File: config.mk
export PLATFORM = sky130hd
export DESIGN_NAME = ba_reorder_buf
export DESIGN_NICKNAME = d
export VERILOG_FILES = /design/src/rtl/rob_pkg.sv /design/src/rtl/rob_win_calc.sv /design/src/rtl/rob_slot_store.sv /design/src/rtl/ba_reorder_buf.sv
export SDC_FILE = /design/constraint.sdc
export NUM_CORES = 1
export LEC_CHECK = 0
export ABC_AREA = 1
export BUFFER_PORTS_ARGS = -buffer_cell sky130_fd_sc_hd__buf_2
export CAP_MARGIN = 20
export CORE_ASPECT_RATIO = 1.75
export CORE_UTILIZATION = 45
export CTS_BUF_LIST = sky130_fd_sc_hd__clkbuf_8
export DETAILED_ROUTE_END_ITERATION = 6
export PLACE_DENSITY_LB_ADDON = 0.3
export SYNTH_ARGS = -nofsm -noshare
export SYNTH_HDL_FRONTEND = slang
export SYNTH_HIERARCHICAL = 1
export SYNTH_SLANG_ARGS = --single-unit
File: constraint.sdc
create_clock -name clk_i -period 12.43 [get_ports clk_i]
set_input_delay 3.729 -clock clk_i [delete_from_list [all_inputs] [get_ports clk_i]]
set_output_delay 3.729 -clock clk_i [all_outputs]
set_load 0.1 [all_outputs]
File: src/rtl/rob_pkg.sv
package rob_pkg;
  localparam int SEQ_W = 12;

  typedef enum logic [2:0] {
    S_IDLE,
    S_BYP,
    S_ADV,
    S_INS,
    S_DRAIN,
    S_BAR,
    S_TMO
  } rob_state_e;
endpackage

File: src/rtl/rob_win_calc.sv
module rob_win_calc
  import rob_pkg::*;
#(
  parameter int DEPTH = 16,
  localparam int WIN_W = $clog2(DEPTH) + 1
) (
  input  logic [WIN_W-1:0] win_cfg_i,
  input  logic [WIN_W-1:0] win_peer_i,
  input  logic [SEQ_W-1:0] seq_i,
  input  logic [SEQ_W-1:0] exp_i,
  output logic [WIN_W-1:0] win_o,
  output logic [SEQ_W-1:0] idx_o,
  output logic             old_o,
  output logic             beyond_o,
  output logic             bar_stale_o
);
  localparam logic [SEQ_W:0] SEQ_SPAN = {1'b1, {SEQ_W{1'b0}}};

  logic [WIN_W-1:0] w;
  logic [SEQ_W:0]   lim;

  always_comb begin
    w = win_cfg_i;
    if (win_peer_i != '0 && win_peer_i < w) w = win_peer_i;
    if (w > WIN_W'(DEPTH - 1)) w = WIN_W'(DEPTH - 1);
    if (w == '0) w = WIN_W'(1);
  end

  assign win_o       = w;
  assign idx_o       = seq_i - exp_i;
  assign lim         = SEQ_SPAN - ((SEQ_W + 1)'(w) << 2);
  assign old_o       = {1'b0, idx_o} > lim;
  assign beyond_o    = idx_o >= SEQ_W'(w);
  assign bar_stale_o = old_o && (idx_o > SEQ_W'(w));

  // effective window never exceeds either non-zero source
  always_comb begin
    a_r10_win_min: assert (win_o <= win_cfg_i || win_cfg_i == '0 || win_cfg_i > WIN_W'(DEPTH - 1));
  end
endmodule

File: src/rtl/rob_slot_store.sv
module rob_slot_store #(
  parameter int DEPTH = 16,
  parameter int HDL_W = 8,
  parameter int TS_W  = 16,
  localparam int PTR_W = $clog2(DEPTH)
) (
  input  logic             clk_i,
  input  logic             rst_ni,
  input  logic             clr_i,
  input  logic             wr_i,
  input  logic [PTR_W-1:0] wr_idx_i,
  input  logic [HDL_W-1:0] wr_hdl_i,
  input  logic [TS_W-1:0]  wr_ts_i,
  input  logic             kill_i,
  input  logic [PTR_W-1:0] kill_idx_i,
  input  logic [PTR_W-1:0] rd_idx_i,
  output logic             rd_vld_o,
  output logic [HDL_W-1:0] rd_hdl_o,
  output logic [TS_W-1:0]  rd_ts_o,
  input  logic [PTR_W-1:0] chk_idx_i,
  output logic             chk_vld_o
);
  logic [DEPTH-1:0] vld_q;
  logic [HDL_W-1:0] hdl_q [DEPTH];
  logic [TS_W-1:0]  ts_q  [DEPTH];

  always_ff @(posedge clk_i or negedge rst_ni) begin
    if (!rst_ni) begin
      vld_q <= '0;
    end else if (clr_i) begin
      vld_q <= '0;
    end else begin
      for (int i = 0; i < DEPTH; i++) begin
        if (wr_i && wr_idx_i == PTR_W'(i))          vld_q[i] <= 1'b1;
        else if (kill_i && kill_idx_i == PTR_W'(i)) vld_q[i] <= 1'b0;
      end
    end
  end

  always_ff @(posedge clk_i) begin
    for (int i = 0; i < DEPTH; i++) begin
      if (wr_i && wr_idx_i == PTR_W'(i)) begin
        hdl_q[i] <= wr_hdl_i;
        ts_q[i]  <= wr_ts_i;
      end
    end
  end

  assign rd_vld_o  = vld_q[rd_idx_i];
  assign rd_hdl_o  = hdl_q[rd_idx_i];
  assign rd_ts_o   = ts_q[rd_idx_i];
  assign chk_vld_o = vld_q[chk_idx_i];

  // an occupied slot is never overwritten
  a_r5_no_overwrite: assert property (@(posedge clk_i) disable iff (!rst_ni)
    (wr_i && !clr_i) |-> !vld_q[wr_idx_i]);
endmodule

File: src/rtl/ba_reorder_buf.sv
module ba_reorder_buf
  import rob_pkg::*;
#(
  parameter int DEPTH   = 16,
  parameter int HDL_W   = 8,
  parameter int TS_W    = 16,
  parameter int TMO_CYC = 64,
  localparam int PTR_W  = $clog2(DEPTH),
  localparam int WIN_W  = PTR_W + 1
) (
  input  logic             clk_i,
  input  logic             rst_ni,
  input  logic             agg_en_i,
  input  logic [WIN_W-1:0] win_cfg_i,
  input  logic [WIN_W-1:0] win_peer_i,
  input  logic             sess_start_i,
  input  logic [SEQ_W-1:0] ssn_i,
  input  logic             seq_rst_i,
  input  logic             frm_valid_i,
  input  logic [SEQ_W-1:0] frm_seq_i,
  input  logic [HDL_W-1:0] frm_hdl_i,
  input  logic             bar_valid_i,
  input  logic [SEQ_W-1:0] bar_seq_i,
  output logic             cmd_ready_o,
  input  logic             tick_i,
  output logic             rel_valid_o,
  output logic [HDL_W-1:0] rel_hdl_o,
  input  logic             rel_ready_i,
  output logic             drop_o,
  output logic             dup_o
);
  rob_state_e       state_q;
  logic [PTR_W-1:0] head_q, tail_q;
  logic [SEQ_W-1:0] seq_next_q, p_seq_q;
  logic [HDL_W-1:0] p_hdl_q;
  logic [TS_W-1:0]  now_q;
  logic             seq_rst_q, tmo_pend_q, drop_q, dup_q;

  logic             idle, empty, rel_v, step, aged;
  logic [SEQ_W-1:0] seq_sel, exp_sel, idx;
  logic [WIN_W-1:0] win;
  logic             old, beyond, bar_stale;
  logic [PTR_W-1:0] slot, occ;
  logic             head_vld, slot_vld, wr;
  logic [HDL_W-1:0] head_hdl;
  logic [TS_W-1:0]  head_ts;

  assign idle    = (state_q == S_IDLE);
  assign empty   = (head_q == tail_q);
  assign occ     = tail_q - head_q;
  assign seq_sel = idle ? (frm_valid_i ? frm_seq_i : bar_seq_i) : p_seq_q;
  assign exp_sel = (idle && frm_valid_i && seq_rst_q) ? frm_seq_i : seq_next_q;
  assign slot    = head_q + idx[PTR_W-1:0];
  assign aged    = (now_q - head_ts) >= TS_W'(TMO_CYC);
  assign wr      = (state_q == S_INS) && !slot_vld && !sess_start_i;

  rob_win_calc #(.DEPTH(DEPTH)) u_win (
    .win_cfg_i  (win_cfg_i),
    .win_peer_i (win_peer_i),
    .seq_i      (seq_sel),
    .exp_i      (exp_sel),
    .win_o      (win),
    .idx_o      (idx),
    .old_o      (old),
    .beyond_o   (beyond),
    .bar_stale_o(bar_stale)
  );

  rob_slot_store #(.DEPTH(DEPTH), .HDL_W(HDL_W), .TS_W(TS_W)) u_store (
    .clk_i     (clk_i),
    .rst_ni    (rst_ni),
    .clr_i     (sess_start_i),
    .wr_i      (wr),
    .wr_idx_i  (slot),
    .wr_hdl_i  (p_hdl_q),
    .wr_ts_i   (now_q),
    .kill_i    (step && head_vld),
    .kill_idx_i(head_q),
    .rd_idx_i  (head_q),
    .rd_vld_o  (head_vld),
    .rd_hdl_o  (head_hdl),
    .rd_ts_o   (head_ts),
    .chk_idx_i (slot),
    .chk_vld_o (slot_vld)
  );

  // step: head and expected sequence move by one (release or skip)
  always_comb begin
    rel_v = 1'b0;
    step  = 1'b0;
    unique case (state_q)
      S_BYP: rel_v = 1'b1;
      S_ADV: if (beyond && !empty) begin
        rel_v = head_vld;
        step  = !head_vld || rel_ready_i;
      end
      S_DRAIN: if (!empty && head_vld) begin
        rel_v = 1'b1;
        step  = rel_ready_i;
      end
      S_BAR: if (!empty && idx != '0) begin
        rel_v = head_vld;
        step  = !head_vld || rel_ready_i;
      end
      S_TMO: if (!empty && (!head_vld || aged)) begin
        rel_v = head_vld;
        step  = !head_vld || rel_ready_i;
      end
      default: ;
    endcase
  end

  assign rel_valid_o = rel_v;
  assign rel_hdl_o   = (state_q == S_BYP) ? p_hdl_q : head_hdl;
  assign cmd_ready_o = idle;
  assign drop_o      = drop_q;
  assign dup_o       = dup_q;

  always_ff @(posedge clk_i or negedge rst_ni) begin
    if (!rst_ni) begin
      state_q    <= S_IDLE;
      head_q     <= '0;
      tail_q     <= '0;
      seq_next_q <= '0;
      p_seq_q    <= '0;
      p_hdl_q    <= '0;
      now_q      <= '0;
      seq_rst_q  <= 1'b0;
      tmo_pend_q <= 1'b0;
      drop_q     <= 1'b0;
      dup_q      <= 1'b0;
    end else begin
      now_q  <= now_q + TS_W'(1);
      drop_q <= 1'b0;
      dup_q  <= 1'b0;
      if (sess_start_i) begin
        state_q    <= S_IDLE;
        head_q     <= '0;
        tail_q     <= '0;
        seq_next_q <= ssn_i;
        seq_rst_q  <= 1'b0;
        tmo_pend_q <= 1'b0;
      end else begin
        if (seq_rst_i) seq_rst_q <= 1'b1;
        if (step) begin
          head_q     <= head_q + PTR_W'(1);
          seq_next_q <= seq_next_q + SEQ_W'(1);
        end
        unique case (state_q)
          S_IDLE: begin
            if (frm_valid_i) begin
              p_hdl_q <= frm_hdl_i;
              if (!agg_en_i) begin
                state_q <= S_BYP;
              end else begin
                if (seq_rst_q) begin
                  seq_next_q <= frm_seq_i;
                  seq_rst_q  <= 1'b0;
                end
                if (old) drop_q <= 1'b1;
                else begin
                  p_seq_q <= frm_seq_i;
                  state_q <= S_ADV;
                end
              end
            end else if (bar_valid_i) begin
              if (!agg_en_i || bar_stale) drop_q <= 1'b1;
              else begin
                p_seq_q <= bar_seq_i;
                state_q <= S_BAR;
              end
            end else if (tmo_pend_q) begin
              tmo_pend_q <= 1'b0;
              state_q    <= S_TMO;
            end
          end
          S_BYP: if (rel_ready_i) state_q <= S_IDLE;
          S_ADV: begin
            if (!beyond) state_q <= S_INS;
            else if (empty) seq_next_q <= p_seq_q - SEQ_W'(win) + SEQ_W'(1);
          end
          S_INS: begin
            if (slot_vld) begin
              dup_q   <= 1'b1;
              state_q <= S_IDLE;
            end else begin
              if (idx >= SEQ_W'(occ)) tail_q <= slot + PTR_W'(1);
              state_q <= S_DRAIN;
            end
          end
          S_DRAIN: if (empty || !head_vld) state_q <= S_IDLE;
          S_BAR: if (empty || idx == '0) begin
            if (empty && idx != '0) seq_next_q <= p_seq_q;
            state_q <= S_DRAIN;
          end
          S_TMO: if (empty || (head_vld && !aged)) state_q <= S_IDLE;
          default: state_q <= S_IDLE;
        endcase
        if (tick_i) tmo_pend_q <= 1'b1;
      end
    end
  end

  // release stream holds under backpressure
  a_r11_hold: assert property (@(posedge clk_i) disable iff (!rst_ni || sess_start_i)
    (rel_valid_o && !rel_ready_i) |=> (rel_valid_o && $stable(rel_hdl_o)));
  // no command accepted while a release is offered
  a_r11_busy: assert property (@(posedge clk_i) disable iff (!rst_ni)
    cmd_ready_o |-> !rel_valid_o);
  // each buffered release moves expected sequence by one
  a_r2_seq_step: assert property (@(posedge clk_i) disable iff (!rst_ni || sess_start_i)
    (rel_valid_o && rel_ready_i && state_q != S_BYP) |=> (seq_next_q == $past(seq_next_q) + SEQ_W'(1)));
  // an empty window never shows a held head slot
  a_r3_empty_clean: assert property (@(posedge clk_i) disable iff (!rst_ni)
    empty |-> !head_vld);
  // drop and duplicate are exclusive
  a_r4_excl: assert property (@(posedge clk_i) disable iff (!rst_ni)
    !(drop_o && dup_o));
  // session start leaves nothing on the release stream
  a_r12_clear: assert property (@(posedge clk_i) disable iff (!rst_ni)
    sess_start_i |=> !rel_valid_o);
endmodule

# [Word-level counts from Yosys, hierarchy flattened]
# Memories as Yosys holds them, arrays and structs flattened.
# Cells that the tools add are included.
[word_totals] out_inout_bits=12 n_memories=2 elab_cells=453 regBits=79 ram_bits=384
[memory_table] name="u_store.ts_q" depth=16 width=16 read_ports=1 rd_ports_with_merged_regs=0 wr=1 line_no="rob_slot_store.sv:25" text="logic [TS_W-1:0] ts_q [DEPTH];"
[memory_table] name="u_store.hdl_q" depth=16 width=8 read_ports=1 rd_ports_with_merged_regs=0 wr=1 line_no="rob_slot_store.sv:24" text="logic [HDL_W-1:0] hdl_q [DEPTH];"
[classes] n_bitwise=1 addsub=11 n_eq_ne=51 n_reduce_logical=120 n_mux=232 order_cmp=9
[op_table] op="$mux W16" n=16
[op_table] op="$reduce_or A16 Y1" n=15
[op_table] op="$mux W12" n=17
[op_table] op="$mux W4" n=36
[op_table] op="$mux W8" n=16
[op_table] op="$mux W1" n=125
[op_table] op="$reduce_or A8 Y1" n=15
[op_table] op="$eq A4 B4 Y1 const B" n=16
[op_table] op="$reduce_bool A3 Y1" n=17
[op_table] op="$logic_and A1 B1 Y1" n=45
[op_table] op="$mux W3" n=13
[op_table] op="$pmux W12 S3" n=1
[op_table] op="$eq A4 B3 Y1 const B" n=8
[op_table] op="$add A12 B1 Y12 const B" n=2
[op_table] op="$pmux W3 S7" n=1
[op_table] op="$add A16 B1 Y16 const B" n=1
[op_table] op="$eq A4 B2 Y1 const B" n=4
[op_table] op="$ge A16 B7 Y1 const B" n=1
[op_table] op="$sub A16 B16 Y16" n=1
[op_table] op="$mux W5" n=3
[op_table] op="$ne A3 B3 Y1 const B" n=5
[op_table] op="$ne A5 B5 Y1 const B" n=3
[op_table] op="$gt A12 B13 Y1" n=1
[op_table] op="$sub A13 B7 Y13 const A" n=1
[op_table] op="34 further kinds" n=61

# [Longest topological paths before layout]
[depth] depth_word=30 mapped_depth=36 mapped_depth_nobuf=35

# [By module]
# The synthesis kept the hierarchy.
[by_module_without_submodules] mod="rob_slot_store" area_each_um2=17724.5 instances=1 cells_each=1750 seq_area_each_um2=11931.4
[by_module_without_submodules] mod="ba_reorder_buf" area_each_um2=6014.5 instances=1 cells_each=899 seq_area_each_um2=1576.5
[by_module_without_submodules] mod="rob_win_calc" area_each_um2=1486.4 instances=1 cells_each=267 seq_area_each_um2=0.0

# [Worst setup path before layout]
# OpenSTA, ideal clock, no wires.
[synth_timing] path_kind="in2out" startpoint="input port frm_valid_i" endpoint="output port rel_valid_o" n_path_buf=2 t_required_ns=8.701 path_stages=21 setup_slack_ns=0.629 t_arrival_ns=8.072 path_cell_list="buf_2 clkinv_1 nor3_2 inv_1 clkbuf_1 o21ai_0 inv_1 ha_1 nand3_1 nand2_1 xnor2_1 inv_1 ha_1 nand2_1 o21ai_0 nand3_1 nand4_1 o21ai_0 inv_1 nand3_1 o211ai_1"
[synth_via] elab_chain_len=8 elab_cells_between_ends=13 classes_between="add/sub (1); order compare (1); mux (6); reduce/logical (5)"
[synth_lines] item="from (decl)" line_no="ba_reorder_buf.sv:19" text="input logic frm_valid_i,"
[synth_lines] item="$logic_and A1 B1 Y1 (2 in a row)" line_no="ba_reorder_buf.sv:52" text="assign exp_sel = (idle && frm_valid_i && seq_rst_q) ? frm_seq_i : seq_next_q;"
[synth_lines] item="$mux W12" line_no="ba_reorder_buf.sv:52"
[synth_lines] item="via exp_sel[1]" line_no="ba_reorder_buf.sv:40" text="logic [SEQ_W-1:0] seq_sel, exp_sel, idx;"
[synth_lines] item="$sub A12 B12 Y12" line_no="rob_win_calc.sv:30" text="assign idx_o = seq_i - exp_i;"
[synth_lines] item="via idx[3]" line_no="ba_reorder_buf.sv:40"
[synth_lines] item="$ge A12 B5 Y1" line_no="rob_win_calc.sv:33" text="assign beyond_o = idx_o >= SEQ_W'(w);"
[synth_lines] item="via beyond" line_no="ba_reorder_buf.sv:42" text="logic old, beyond, bar_stale;"
[synth_lines] item="$logic_and A1 B1 Y1" line_no="ba_reorder_buf.sv:93" text="S_ADV: if (beyond && !empty) begin"
[synth_lines] item="$mux W1" line_no="ba_reorder_buf.sv:93"
[synth_lines] item="$pmux W1 S5" line_no="ba_reorder_buf.sv:91" text="unique case (state_q)"
[synth_lines] item="to (decl)" line_no="ba_reorder_buf.sv:26" text="output logic rel_valid_o,"
# The timed path passes the listed nets, and every way through them passes these cells.

# [Worst setup path in the final report]
# Ends and elaborated chain as after synthesis.

==> run_results.csv <==
group,metric,value,unit
status,status,"finished clean",
sta,slew_violations,0,
yosys,synth_warnings,6,
clock_tree,cts_buffers,68,
detailed_routing,vias,20050,
run,maxCapViolCount,0,
clock_tree,cts_sinks,463,
sta,layout_min_cycle_time,11.49,ns
yosys,syn_avg_cell_area,8.651,um^2
cells_and_area,finish.utilization,0.4947,
cells_and_area,layout-drive-gt1-share,0.08495,
power,power.density,225.8,nW/um^2
worst_setup_path,end_kind,"output port",
floorplan,initial_core_util,0.4558,
yosys,yosysUniqueCellTypes,59,
yosys,synth_seq_cells,463,
place,hpwl,47.44,mm
power,leakage,12.79,nW
sta,setup_viol,0,
worst_setup_path,crit_fanout,14,
global_route,grt_antenna_before_repair,4,
sta,worst_pin_slew,1.201,ns
worst_setup_path,arrival,7.76,ns
detailed_routing,first_pass_iters,7,
cells_and_area,instances_no_fill,3734,
sta,finalCritPeriodShare,0.9242,
global_route,grt_use_total,0.2549,
detailed_routing,drt_iter0_markers,1671,
yosys,seq_area_frac_synth,0.5355,
global_route,grt_pass1_wl,109.9,mm
clock_tree,clkLatencyLatePin,0.64,ns
place,postPlaceCellArea,26030,um^2
clock_tree,cts_tree,"done",
worst_hold_path,hp-class,"flip-flop to flip-flop",
sta,clock_skew,0.01932,ns
clock_tree,cts_setup_buffers,0,
floorplan,core,55340,um^2
sta,rsz0062_at_grt,"false",
global_route,grt_max_degree,120,
cells_and_area,postLayoutCellArea,27380,um^2
sta,hold_viol,0,
detailed_routing,routed_wl,72.33,mm
yosys,syn_inst,2916,
clock_tree,cts_hold_buf,0,
floorplan,die_h,315.2,um
place,dp_cells,3608,
worst_setup_path,criticalPathCategory,"input port to output port",
place,gp_congestion,0.9807,
floorplan,rows,114,
global_route,grt_overflow,0,
power,peakVddDrop,0.1482,mV
detailed_routing,wl_per_cell,19.37,um
yosys,synth_ff_type,"edfxtp_1",
cells_and_area,nNetsFinal,3125,
floorplan,die_w,181.0,um
cells_and_area,nFillCells,5203,
clock_tree,clkSlewWorstSetupHoldPaths,0.06,ns
sta,finalSetupTns,0,ns
global_route,grt_pass1_vias,19890,
floorplan,io_pins,75,
clock_tree,cts_root_buffer,"clkbuf_8",
clock_tree,htreeDepth,3,
detailed_routing,ant_nets,0,
yosys,netlist_area,25230,um^2
sta,slew_headroom,0.1962,
yosys,async_reset_ff_frac,0.1706,
worst_setup_path,worst_ep_required_time,8.70,ns
detailed_routing,drt-vias-per-instance,5.370,
sta,fmax,87.05,MHz
clock_tree,clk_path_buf_depth,3,
cells_and_area,area_delta_synth_final,8.536,%
place,io_buffer_count,74,
floorplan,fp.dieArea,57040,um^2
yosys,synth-edff-count,384,
worst_setup_path,setup.worst_path.start_class,"input port",
clock_tree,cts_resized,0,
detailed_routing,route.detailed.drc,0,
-- synth_stat cells (6+ instances only) --
cell	instances	area, um^2
nand2_1	891	3344
clkbuf_1	31	116.4
nor2_1	79	296.5
nand3_1	402	2012
dfrtp_1	79	1977
buf_1	8	30.03
inv_2	9	33.78
inv_1	549	2061
o22ai_1	7	43.79
buf_4	23	172.7
edfxtp_1	384	11530
xnor2_1	15	131.4
xor2_1	25	219.0
nand4_1	18	112.6
o21ai_0	85	425.4
o211ai_1	6	45.04
buf_2	22	110.1
nand2_2	7	43.79
buf_6	26	292.8
a21oi_1	62	310.3
ha_1	75	938.4
nor3_1	17	85.08
mux2_2	8	90.09
-- critical path: stages --
cell and delay [ns]:
buf_2 0.18, clkinv_1 0.12, nor3_2 0.17, buf_4 0.20
inv_1 0.19, o21ai_0 0.39, inv_1 0.10, ha_1 0.32
nand3_1 0.09, nand2_1 0.12, xnor2_1 0.16, inv_1 0.16
ha_1 0.33, nand2_1 0.07, o21ai_0 0.15, nand3_1 0.10
nand4_1 0.26, o21ai_0 0.14, inv_1 0.10, nand3_1 0.09
o211ai_1 0.34, buf_12 0.23
-- worst paths after layout --
check,depth (start not counted),to,start,slack [ns]
min in group asynchronous,1,now_q[7]$_DFF_PN0_,rst_ni,2.96
worst min register to register,2,tmo_pend_q$_DFFE_PN0P_,tmo_pend_q$_DFFE_PN0P_,0.53
worst max register to register,22,u_store/ts_q[10][13]$_DFFE_PP_,state_q[1]$_DFFE_PN0P_,5.52
worst min-delay path,2,tmo_pend_q$_DFFE_PN0P_,tmo_pend_q$_DFFE_PN0P_,0.53
worst max-delay path,22,rel_valid_o,frm_valid_i,0.94
max in group asynchronous,2,head_q[0]$_DFFE_PN0P_,rst_ni,8.14
-- cell families (layout without fill, tap and decap cells) --
logic type	after synthesis	in the layout	share of synthesized area
DFF	463	463	0.5355
adders and majority gates	80	80	0.04117
other	2	5	0.0002977
AOI/OAI and AO/OA	199	199	0.04648
muxes	8	8	0.003571
xor gates and xnor gates	41	41	0.01453
buffers and inverters	670	789	0.1119
and+or+nand+nor	1453	1453	0.2465
-- metal layers --
metal,up-vias,part of all wire,track usage,routed length [um]
li1,9498,-,-,-
met1,9433,0.34,0.2535,24250
met2,833,0.53,0.4821,38660
met3,284,0.057,0.03304,4156
met4,4,0.072,0.1876,5237
met5,-,0.00032,0,23
-- state kept, by name, indices dropped and copies added (netlist names), 3 cells and up --
name	flops
p_hdl_q	8
now_q	16
u_store/ts_q	256
tail_q	4
head_q	4
p_seq_q	12
u_store/vld_q	16
u_store/hdl_q	128
seq_next_q	12
state_q	3
-- cells in the final DEF, fill, tap and decap left out, types with 72 or more instances in the layout --
cell      count
nand2_1     891
dfrtp_1      76
o21ai_0      85
ha_1         75
inv_1       574
buf_2        72
edfxtp_1    384
nand3_1     402
nor2_1       79
clkbuf_8     74
-- per-stage QoR --
step,hold WS [ns],setup WS [ns],total power [W]
2_1_floorplan,0.4817,0.6293,0.004155
4_1_cts,0.5364,0.9599,0.006186
3_3_place_gp,0.5071,0.9517,0.004911
6_report,0.5251,0.9418,0.006182
5_1_grt,0.5635,0.6213,0.006593
3_5_place_dp,0.5198,0.9892,0.004950
-- final cells by class --
| cell class | instances | area (um^2) | share of cell area |
|---|---|---|---|
| antenna | 1 | 2.502 | 0.00009140 |
| clock buffer | 74 | 1018 | 0.03720 |
| clock inverter | 51 | 324.1 | 0.01184 |
| inverter | 560 | 2108 | 0.07700 |
| multi-input combinational | 1785 | 8912 | 0.3255 |
| sequential | 463 | 13520 | 0.4937 |
| tap | 696 | 870.8 | 0.03181 |
| timing repair buffer | 104 | 625.6 | 0.02285 |
-- power by group --
group	internal, W	leakage [nW]	total [W]	switching [W]
Sequential	0.00180	4.94	0.00198	0.000179
Clock	0.000635	0.777	0.00123	0.000590
Combinational	0.000909	7.07	0.00298	0.00207
No activity file was read; power rests on OpenSTA's default activity.
